==> config.mk <==
export PLATFORM = sky130hd
export DESIGN_NAME = txstat_tracker
export DESIGN_NICKNAME = d
export VERILOG_FILES = /design/src/rtl/txstat_pkg.sv /design/src/rtl/txstat_coll.sv /design/src/rtl/txstat_flags.sv /design/src/rtl/txstat_tracker.sv
export SDC_FILE = /design/constraint.sdc
export NUM_CORES = 1
export LEC_CHECK = 0
export ABC_CLOCK_PERIOD_IN_PS = 1300
export BUFFER_PORTS_ARGS = -buffer_cell sky130_fd_sc_hd__buf_2
export CORE_MARGIN = 2
export CORE_UTILIZATION = 34
export CTS_CLUSTER_SIZE = 40
export DETAILED_ROUTE_END_ITERATION = 7
export GPL_TIMING_DRIVEN = 0
export PLACE_DENSITY_LB_ADDON = 0.25
export SETUP_SLACK_MARGIN = 0.5
export SLEW_MARGIN = 30
export SYNTH_ARGS = -nofsm -noshare
export SYNTH_HDL_FRONTEND = slang
export SYNTH_HIERARCHICAL = 1
export SYNTH_SLANG_ARGS = --single-unit
==> constraint.sdc <==
create_clock -name clk -period 1.3 [get_ports clk]
set_clock_uncertainty 0.15 [all_clocks]
set_input_delay 0.13 -clock clk [delete_from_list [all_inputs] [get_ports clk]]
set_output_delay 0.13 -clock clk [all_outputs]
set_load 0.02 [all_outputs]
==> src/rtl/txstat_pkg.sv <==
package txstat_pkg;
    localparam int DEF_CCNT_W = 4;

    typedef struct packed {
        logic deferred;
        logic sqe_err;
        logic paused;
        logic halted;
    } flags_t;
endpackage

==> src/rtl/txstat_coll.sv <==
module txstat_coll #(
    parameter int CCNT_W = 4
) (
    input  logic              clk,
    input  logic              rst_n,
    input  logic              ev_start,
    input  logic              ev_collision,
    input  logic              ev_end,
    input  logic              clr_abort,
    output logic [CCNT_W-1:0] cnt_o,
    output logic              abort_o,
    output logic              in_pkt_q_o,
    output logic              in_pkt_d_o,
    output logic              end_ok_o
);
    localparam logic [CCNT_W-1:0] CNT_MAX = {CCNT_W{1'b1}};

    typedef struct packed {
        logic              in_pkt;
        logic [CCNT_W-1:0] cnt;
        logic              abort;
    } coll_t;

    coll_t st_d, st_q;

    always_comb begin
        st_d = st_q;
        if (ev_start) begin
            st_d.in_pkt = 1'b1;
            st_d.cnt    = '0;
            st_d.abort  = 1'b0;
        end else begin
            if (clr_abort) st_d.abort = 1'b0;
            if (st_q.in_pkt && ev_collision) begin
                if (st_q.cnt == CNT_MAX) begin
                    st_d.cnt    = '0;
                    st_d.abort  = 1'b1;
                    st_d.in_pkt = 1'b0;
                end else begin
                    st_d.cnt = st_q.cnt + CCNT_W'(1);
                end
            end else if (st_q.in_pkt && ev_end) begin
                st_d.in_pkt = 1'b0;
            end
        end
    end

    always_ff @(posedge clk or negedge rst_n) begin
        if (!rst_n) st_q <= '0;
        else        st_q <= st_d;
    end

    assign cnt_o      = st_q.cnt;
    assign abort_o    = st_q.abort;
    assign in_pkt_q_o = st_q.in_pkt;
    assign in_pkt_d_o = st_d.in_pkt;
    assign end_ok_o   = !ev_start && st_q.in_pkt && ev_end && !ev_collision;

    // a collision below the limit advances the count by one
    assert_count_step_R1: assert property (@(posedge clk) disable iff (!rst_n)
        (!ev_start && in_pkt_q_o && ev_collision && cnt_o != CNT_MAX)
        |=> (cnt_o == $past(cnt_o) + CCNT_W'(1)));

    // the collision at the limit wraps to zero, aborts and ends the packet
    assert_wrap_abort_R2: assert property (@(posedge clk) disable iff (!rst_n)
        (!ev_start && in_pkt_q_o && ev_collision && cnt_o == CNT_MAX)
        |=> (cnt_o == '0 && abort_o && !in_pkt_q_o));

    // a start strobe empties the count and abort
    assert_start_clears_R7: assert property (@(posedge clk) disable iff (!rst_n)
        ev_start |=> (cnt_o == '0 && !abort_o && in_pkt_q_o));
endmodule

==> src/rtl/txstat_flags.sv <==
module txstat_flags
    import txstat_pkg::*;
(
    input  logic   clk,
    input  logic   rst_n,
    input  logic   cfg_tx_en,
    input  logic   cfg_sqe_en,
    input  logic   cfg_full_duplex,
    input  logic   cfg_speed_100,
    input  logic   ev_start,
    input  logic   ev_defer,
    input  logic   ev_sqe_seen,
    input  logic   ev_pause_rx,
    input  logic   sw_pause_req,
    input  logic   pause_expire,
    input  logic   in_pkt_q,
    input  logic   in_pkt_d,
    input  logic   end_ok,
    input  logic   clr_def,
    input  logic   clr_sqe,
    input  logic   clr_pause,
    output flags_t flags_o
);
    flags_t fl_d, fl_q;
    logic   sqe_window;

    assign sqe_window = cfg_sqe_en && !cfg_full_duplex && !cfg_speed_100;

    always_comb begin
        fl_d = fl_q;

        if (ev_start)                                    fl_d.deferred = 1'b0;
        else if (in_pkt_q && ev_defer && !cfg_full_duplex) fl_d.deferred = 1'b1;
        else if (clr_def)                                fl_d.deferred = 1'b0;

        if (ev_start)                                    fl_d.sqe_err = 1'b0;
        else if (end_ok && sqe_window && !ev_sqe_seen)   fl_d.sqe_err = 1'b1;
        else if (clr_sqe)                                fl_d.sqe_err = 1'b0;

        if (ev_pause_rx || sw_pause_req)                 fl_d.paused = 1'b1;
        else if (pause_expire || clr_pause)              fl_d.paused = 1'b0;

        fl_d.halted = !cfg_tx_en && !in_pkt_d;
    end

    always_ff @(posedge clk or negedge rst_n) begin
        if (!rst_n) fl_q <= '0;
        else        fl_q <= fl_d;
    end

    assign flags_o = fl_q;

    // full duplex never raises deferred
    assert_fd_no_defer_R3: assert property (@(posedge clk) disable iff (!rst_n)
        (cfg_full_duplex && !flags_o.deferred) |=> !flags_o.deferred);

    // outside the 10 Mb/s half-duplex window the SQE flag never rises
    assert_sqe_window_R4: assert property (@(posedge clk) disable iff (!rst_n)
        (!sqe_window && !flags_o.sqe_err) |=> !flags_o.sqe_err);

    // either pause source sets paused on the next cycle
    assert_pause_set_R5: assert property (@(posedge clk) disable iff (!rst_n)
        (ev_pause_rx || sw_pause_req) |=> flags_o.paused);

    // enable low with no packet in flight gives halted
    assert_halt_idle_R6: assert property (@(posedge clk) disable iff (!rst_n)
        (!cfg_tx_en && !in_pkt_q && !ev_start) |=> flags_o.halted);
endmodule

==> src/rtl/txstat_tracker.sv <==
module txstat_tracker
    import txstat_pkg::*;
#(
    parameter int CCNT_W = DEF_CCNT_W,
    localparam int STAT_W = CCNT_W + 5
) (
    input  logic              clk,
    input  logic              rst_n,
    input  logic              cfg_tx_en,
    input  logic              cfg_sqe_en,
    input  logic              cfg_full_duplex,
    input  logic              cfg_speed_100,
    input  logic              ev_start,
    input  logic              ev_collision,
    input  logic              ev_defer,
    input  logic              ev_end,
    input  logic              ev_sqe_seen,
    input  logic              ev_pause_rx,
    input  logic              sw_pause_req,
    input  logic              pause_expire,
    input  logic [STAT_W-1:0] sw_w1c,
    output logic [STAT_W-1:0] status_o,
    output logic              tx_grant_o
);
    localparam int B_ABORT = 0;
    localparam int B_DEF   = CCNT_W + 1;
    localparam int B_SQE   = CCNT_W + 2;
    localparam int B_PAUSE = CCNT_W + 3;
    localparam int B_HALT  = CCNT_W + 4;

    logic [CCNT_W-1:0] cnt;
    logic              abort;
    logic              in_pkt_q, in_pkt_d, end_ok;
    flags_t            flags;

    txstat_coll #(.CCNT_W(CCNT_W)) coll_i (
        .clk          (clk),
        .rst_n        (rst_n),
        .ev_start     (ev_start),
        .ev_collision (ev_collision),
        .ev_end       (ev_end),
        .clr_abort    (sw_w1c[B_ABORT]),
        .cnt_o        (cnt),
        .abort_o      (abort),
        .in_pkt_q_o   (in_pkt_q),
        .in_pkt_d_o   (in_pkt_d),
        .end_ok_o     (end_ok)
    );

    txstat_flags flags_i (
        .clk             (clk),
        .rst_n           (rst_n),
        .cfg_tx_en       (cfg_tx_en),
        .cfg_sqe_en      (cfg_sqe_en),
        .cfg_full_duplex (cfg_full_duplex),
        .cfg_speed_100   (cfg_speed_100),
        .ev_start        (ev_start),
        .ev_defer        (ev_defer),
        .ev_sqe_seen     (ev_sqe_seen),
        .ev_pause_rx     (ev_pause_rx),
        .sw_pause_req    (sw_pause_req),
        .pause_expire    (pause_expire),
        .in_pkt_q        (in_pkt_q),
        .in_pkt_d        (in_pkt_d),
        .end_ok          (end_ok),
        .clr_def         (sw_w1c[B_DEF]),
        .clr_sqe         (sw_w1c[B_SQE]),
        .clr_pause       (sw_w1c[B_PAUSE]),
        .flags_o         (flags)
    );

    always_comb begin
        status_o                = '0;
        status_o[B_ABORT]       = abort;
        status_o[CCNT_W:1]      = cnt;
        status_o[B_DEF]         = flags.deferred;
        status_o[B_SQE]         = flags.sqe_err;
        status_o[B_PAUSE]       = flags.paused;
        status_o[B_HALT]        = flags.halted;
    end

    assign tx_grant_o = !(flags.halted || flags.paused);

    // a clear of the halted bit leaves halted set while enable stays low and no packet runs
    assert_halt_not_w1c_R8: assert property (@(posedge clk) disable iff (!rst_n)
        (status_o[B_HALT] && sw_w1c[B_HALT] && !cfg_tx_en && !ev_start && !in_pkt_q)
        |=> status_o[B_HALT]);

    // a paused flag from the flag unit always withholds the grant
    assert_pause_blocks_R9: assert property (@(posedge clk) disable iff (!rst_n)
        flags.paused |-> !tx_grant_o);
endmodule

Word level (Yosys, flattened, before mapping)
Cells that the tools add are included.
{"block": "classes", "eq_ne": 1, "mul": 0, "bitwise": 0, "muxes": 16, "addsub": 1, "shift": 0, "magnitude_cmp": 0, "div_mod_pow": 0, "reduce_logical": 27}
{"cell": "1-bit two-way mux", "count": 13}
{"cell": "1-bit logical AND", "count": 12}
{"cell": "1-bit zero test", "count": 8}
{"cell": "6-bit two-way mux", "count": 1}
{"cell": "3-bit nonzero test", "count": 2}
{"cell": "5-bit two-way mux", "count": 1}
{"cell": "4-bit by 1-bit adder with 4-bit output, second input constant", "count": 1}
{"cell": "4-bit == test, second input constant", "count": 1}
{"cell": "4-bit two-way mux", "count": 1}
{"cell": "2-bit nonzero test", "count": 2}
{"cell": "1-bit logical OR", "count": 3}
{"block": "totals", "mem_bits_ro": 0, "ram_bits": 0, "reg_bits": 10, "word_cells": 52, "input_bits": 23, "mem_count": 0, "latch_bits": 0, "out_inout_bits": 10}

Depth between registers and ports, before layout
{"block": "logic_depth", "ltp_word": 8, "ltp_mapped": 5, "mapped_depth_nobuf": 5}

Hierarchy
The synthesis kept the hierarchy.
{"module": "txstat_coll", "instances": 1, "seq_area_each_um2": 150.1, "cells_each": 30, "area_each_um2": 292.8}
{"module": "txstat_flags", "instances": 1, "seq_area_each_um2": 100.1, "cells_each": 14, "area_each_um2": 162.7}
{"module": "txstat_tracker", "instances": 1, "seq_area_each_um2": 0.0, "cells_each": 2, "area_each_um2": 11.3}

Least setup slack after synthesis
OpenSTA, ideal clock, no wires.
{"block": "synth_timing", "kind": "flip-flop to flip-flop", "from": "register coll_i.st_q, in the netlist coll_i/cnt_o[0]", "to": "register coll_i.st_q, in the netlist coll_i/cnt_o[0]", "t_required_ps": 1073, "period_less_slack_ps": 1567, "stages_incl_launch_ff": 5, "setup_ps": 77, "path_slack_ps": -267, "arrival_ps": 1339, "n_path_buf": 0, "path_cell_list": "dfrtp_1 > ha_1 > and3_1 > or3_1 > a21oi_1"}
{"block": "synth_via", "elab_chain_cells": 4, "word_cells_on_any_way": 5, "cone_classes": "1 x add/sub; 1 x eq/ne; 3 x mux"}
{"element": "from (decl)", "line": "txstat_coll.sv:24", "source": "coll_t st_d, st_q;"}
{"element": "from (signal assigned)", "line": "txstat_coll.sv:50", "source": "else st_q <= st_d;"}
{"element": "4-bit by 1-bit adder with 4-bit output or 4-bit == test (tied branches)", "line": "txstat_coll.sv:40, txstat_coll.sv:35"}
{"element": "4-bit two-way mux *", "line": "txstat_coll.sv:35", "source": "if (st_q.cnt == CNT_MAX) begin"}
{"element": "5-bit two-way mux *", "line": "txstat_coll.sv:34", "source": "if (st_q.in_pkt && ev_collision) begin"}
{"element": "6-bit two-way mux *", "line": "txstat_coll.sv:28", "source": "if (ev_start) begin"}
Every way passes the cells marked *; elsewhere a longest branch is shown, timed or not. The select of a mux whose other input is x is not followed.
A chain may end at the register's enable or synchronous reset.

Worst setup path in the final report
{"block": "layout_timing", "from": "register coll_i.st_q, in the netlist coll_i/cnt_o[1]", "to": "register coll_i.st_q, in the netlist coll_i/cnt_o[0]"}
{"block": "layout_via", "elab_chain_cells": 4}
{"element": "4-bit == test", "line": "txstat_coll.sv:35"}
{"element": "4-bit two-way mux", "line": "txstat_coll.sv:35"}
{"element": "5-bit two-way mux", "line": "txstat_coll.sv:34"}
{"element": "6-bit two-way mux", "line": "txstat_coll.sv:28"}
No other way between the ends. The select of a mux whose other input is x is not followed.

==> impl_metrics.tcl <==
set metrics [dict create \
    ctsHoldBuffers 1 \
    clk_latency_ns 0.26 \
    hold_slack_ns -0.1317 \
    finalWorstSetupSlack_ns -0.1526 \
    top_layer_used "met4" \
    synth_area_sq_um 466.7 \
    setup_viol 5 \
    ys_seq_elements 10 \
    post_drt_wl_per_cell_um 12.21 \
    syn_to_final_growth_pct 84.72 \
    rsz0062_at_grt "true" \
    worstSetupEndpointType "register" \
    clkSinkCount 10 \
    clkTransAtPathRegs_ns 0.08 \
    place_area_sq_um 655.6 \
    required_ns 1.34 \
    gr-total-overflow 0 \
    drc 0 \
    post-route-min-period_ns 1.453 \
    wl_met3_um 65 \
    fmax_ghz 0.6884 \
    relSlewSlack_pct 84.98 \
    slew_violations 0 \
    core_sq_um 1285 \
    ys_types 22 \
    pin_count 33 \
    floorplan.rows 13 \
    start_kind "register" \
    synth_warnings 6 \
    synth_area_per_cell_sq_um 10.15 \
    status "finished with violations" \
    netlist_instances 46 \
    track_usage_pct 16.35 \
    diodes 0 \
    via_per_inst 4.775 \
    drt.antenna.violating_nets 0 \
    drive_gt1_share_pct 63.22 \
    antenna_found_initial 0 \
    power_uw 712.5 \
    totalWireLength_um 1245 \
    wl_met2_um 657 \
    die_y_um 41.05 \
    grt_start_max_net_pins 11 \
    tightest_slew_ns 0.2252 \
    period_share_pct 111.7 \
    violations "negative hold slack, negative setup slack" \
    start_util_pct 36.32 \
    ir_drop_v 0.0004215 \
    h-tree-depth 1 \
    grt_pass1_vias 402 \
    cp_max_fo 4 \
    die_width_um 41.05 \
    dieArea_sq_um 1685 \
    worstSetupPathType "reg -> reg" \
    cts_tree "done" \
    fin_util_pct 67.09 \
    clockBufferDepth 2 \
    placement.io_buffers 27 \
    tns_ns -0.3628 \
    syn_nets 70 \
    gp_congestion 0.6552 \
    hold_class "in -> reg" \
    drt_first_pass_iters 3 \
    vias 487 \
    maxCapViolCount 0 \
    arrival_ns 1.49 \
    grt_pass1_wl_um 1731 \
    cts_buffers 3 \
    design_area_sq_um 862.1 \
    cellPowerDensity_nw_per_um2 826.5 \
    drtIter0Drc 1 \
    yosysSeqAreaShare_pct 53.62 \
    final_nets 112 \
    power.leakage_uw 0.0004079 \
    met1_length_um 517 \
    timing.final.hold_violations 3 \
    root_buffer "clkbuf_4" \
]
layer usage:
| layer | global-route usage [%] | vias to the layer above |
|---|---|---|
| li1 | - | 243 |
| met4 | 7.500 | 0 |
| met3 | 3.261 | 2 |
| met1 | 20.20 | 223 |
| met2 | 26.95 | 19 |
| met5 | 0 | - |
cell families after synthesis:
| family | after synthesis | share of synthesized area [%] |
|---|---|---|
| muxes | 1 | 2.145 |
| DFF | 10 | 53.62 |
| AOI/OAI and AO/OA | 8 | 12.07 |
| and+or+nand+nor | 23 | 25.20 |
| adders and majority gates | 1 | 2.681 |
| buffers and inverters | 2 | 2.413 |
| xor gates and xnor gates | 1 | 1.877 |
where the power goes:
group / switching (uW) / internal (uW)
sequential: 14.3 / 324
clock: 107 / 118
combinational: 68.4 / 80.0
sequential cells by signal (all words and copies together), names as in the netlist:
name	cells
coll_i/abort_o	1
coll_i/cnt_o	4
flags_i/flags_o	4
coll_i/in_pkt_q_o	1
worst max-delay path: stages, from the launching register on:
cell and delay, ns:
dfrtp_2 0.43, ha_4 0.16, and3_4 0.19, or3_4 0.33, a21oi_2 0.12
final timing paths:
path / cells after the start / slack [ns] / end / from
min in group asynchronous: 2 / 0.10 / coll_i/cnt_o[3] / rst_n
worst min-delay path: 2 / -0.13 / flags_i/flags_o[0] / cfg_tx_en
max in group asynchronous: 2 / 0.68 / coll_i/in_pkt_q_o / rst_n
worst max-delay path: 4 / -0.15 / coll_i/cnt_o[0] / coll_i/cnt_o[1]
worst max register to register: 4 / -0.15 / coll_i/cnt_o[0] / coll_i/cnt_o[1]
worst min register to register: 2 / 0.39 / coll_i/abort_o / coll_i/abort_o
placed cells by master, fill, tap and decap left out, types with 2 or more instances in the layout:
| cell type | Yosys | layout |
|---|---|---|
| buf_4 | 1 | 7 |
| buf_6 | 0 | 13 |
| nor2_1 | 7 | 6 |
| a21oi_1 | 3 | 2 |
| dfrtp_1 | 10 | 5 |
| nand3b_1 | 2 | 2 |
| buf_2 | 0 | 17 |
| dfrtp_2 | 0 | 5 |
| nand2_1 | 4 | 4 |
| clkbuf_4 | 0 | 3 |
through the flow:
stage               setup slack (ns)  instances
floorplan                    -0.1576         46
global placement             -0.1341         88
detailed placement           -0.1508         88
CTS                          -0.1247         98
global route                 -0.2006        102
finish                       -0.1526        102
repair_timing:
| action | CTS | global route |
|---|---|---|
| pin swaps | 3 | 4 |
| resized for setup | 21 | 8 |
| gates cloned | 0 | 0 |
| setup endpoints to repair | 20 | 20 |
| hold endpoints to repair | 13 | 3 |
| buffers inserted | 5 | 4 |
cell type report:
| type | count | area, sq um |
|---|---|---|
| clock buffers | 4 | 26.28 |
| fillers | 102 | 422.9 |
| well taps | 15 | 18.77 |
| repair buffers | 37 | 282.8 |
| inverters | 1 | 3.754 |
| multi-input cells | 34 | 262.8 |
| flip-flops and latches | 10 | 256.5 |
| plain buffers | 1 | 11.26 |
synthesized netlist by cell type:
master	count	area, sq um
a211o_1	1	8.760
nand2_2	1	6.260
nand3b_1	2	15.01
nand2b_1	1	6.260
a22o_2	1	10.01
and3_1	1	6.260
ha_1	1	12.51
dfrtp_1	10	250.2
nor3_1	1	5.000
nand2_1	4	15.01
nor2_1	7	26.28
a32oi_1	1	8.760
a31oi_1	1	6.260
inv_1	1	3.750
a21oi_1	3	15.01
or3_1	2	12.51
buf_4	1	7.510
xor2_1	1	8.760
mux2i_1	1	10.01
nand3_1	3	15.01
a21o_1	1	7.510
nor4bb_1	1	10.01
(Power assumes the default switching activity.)
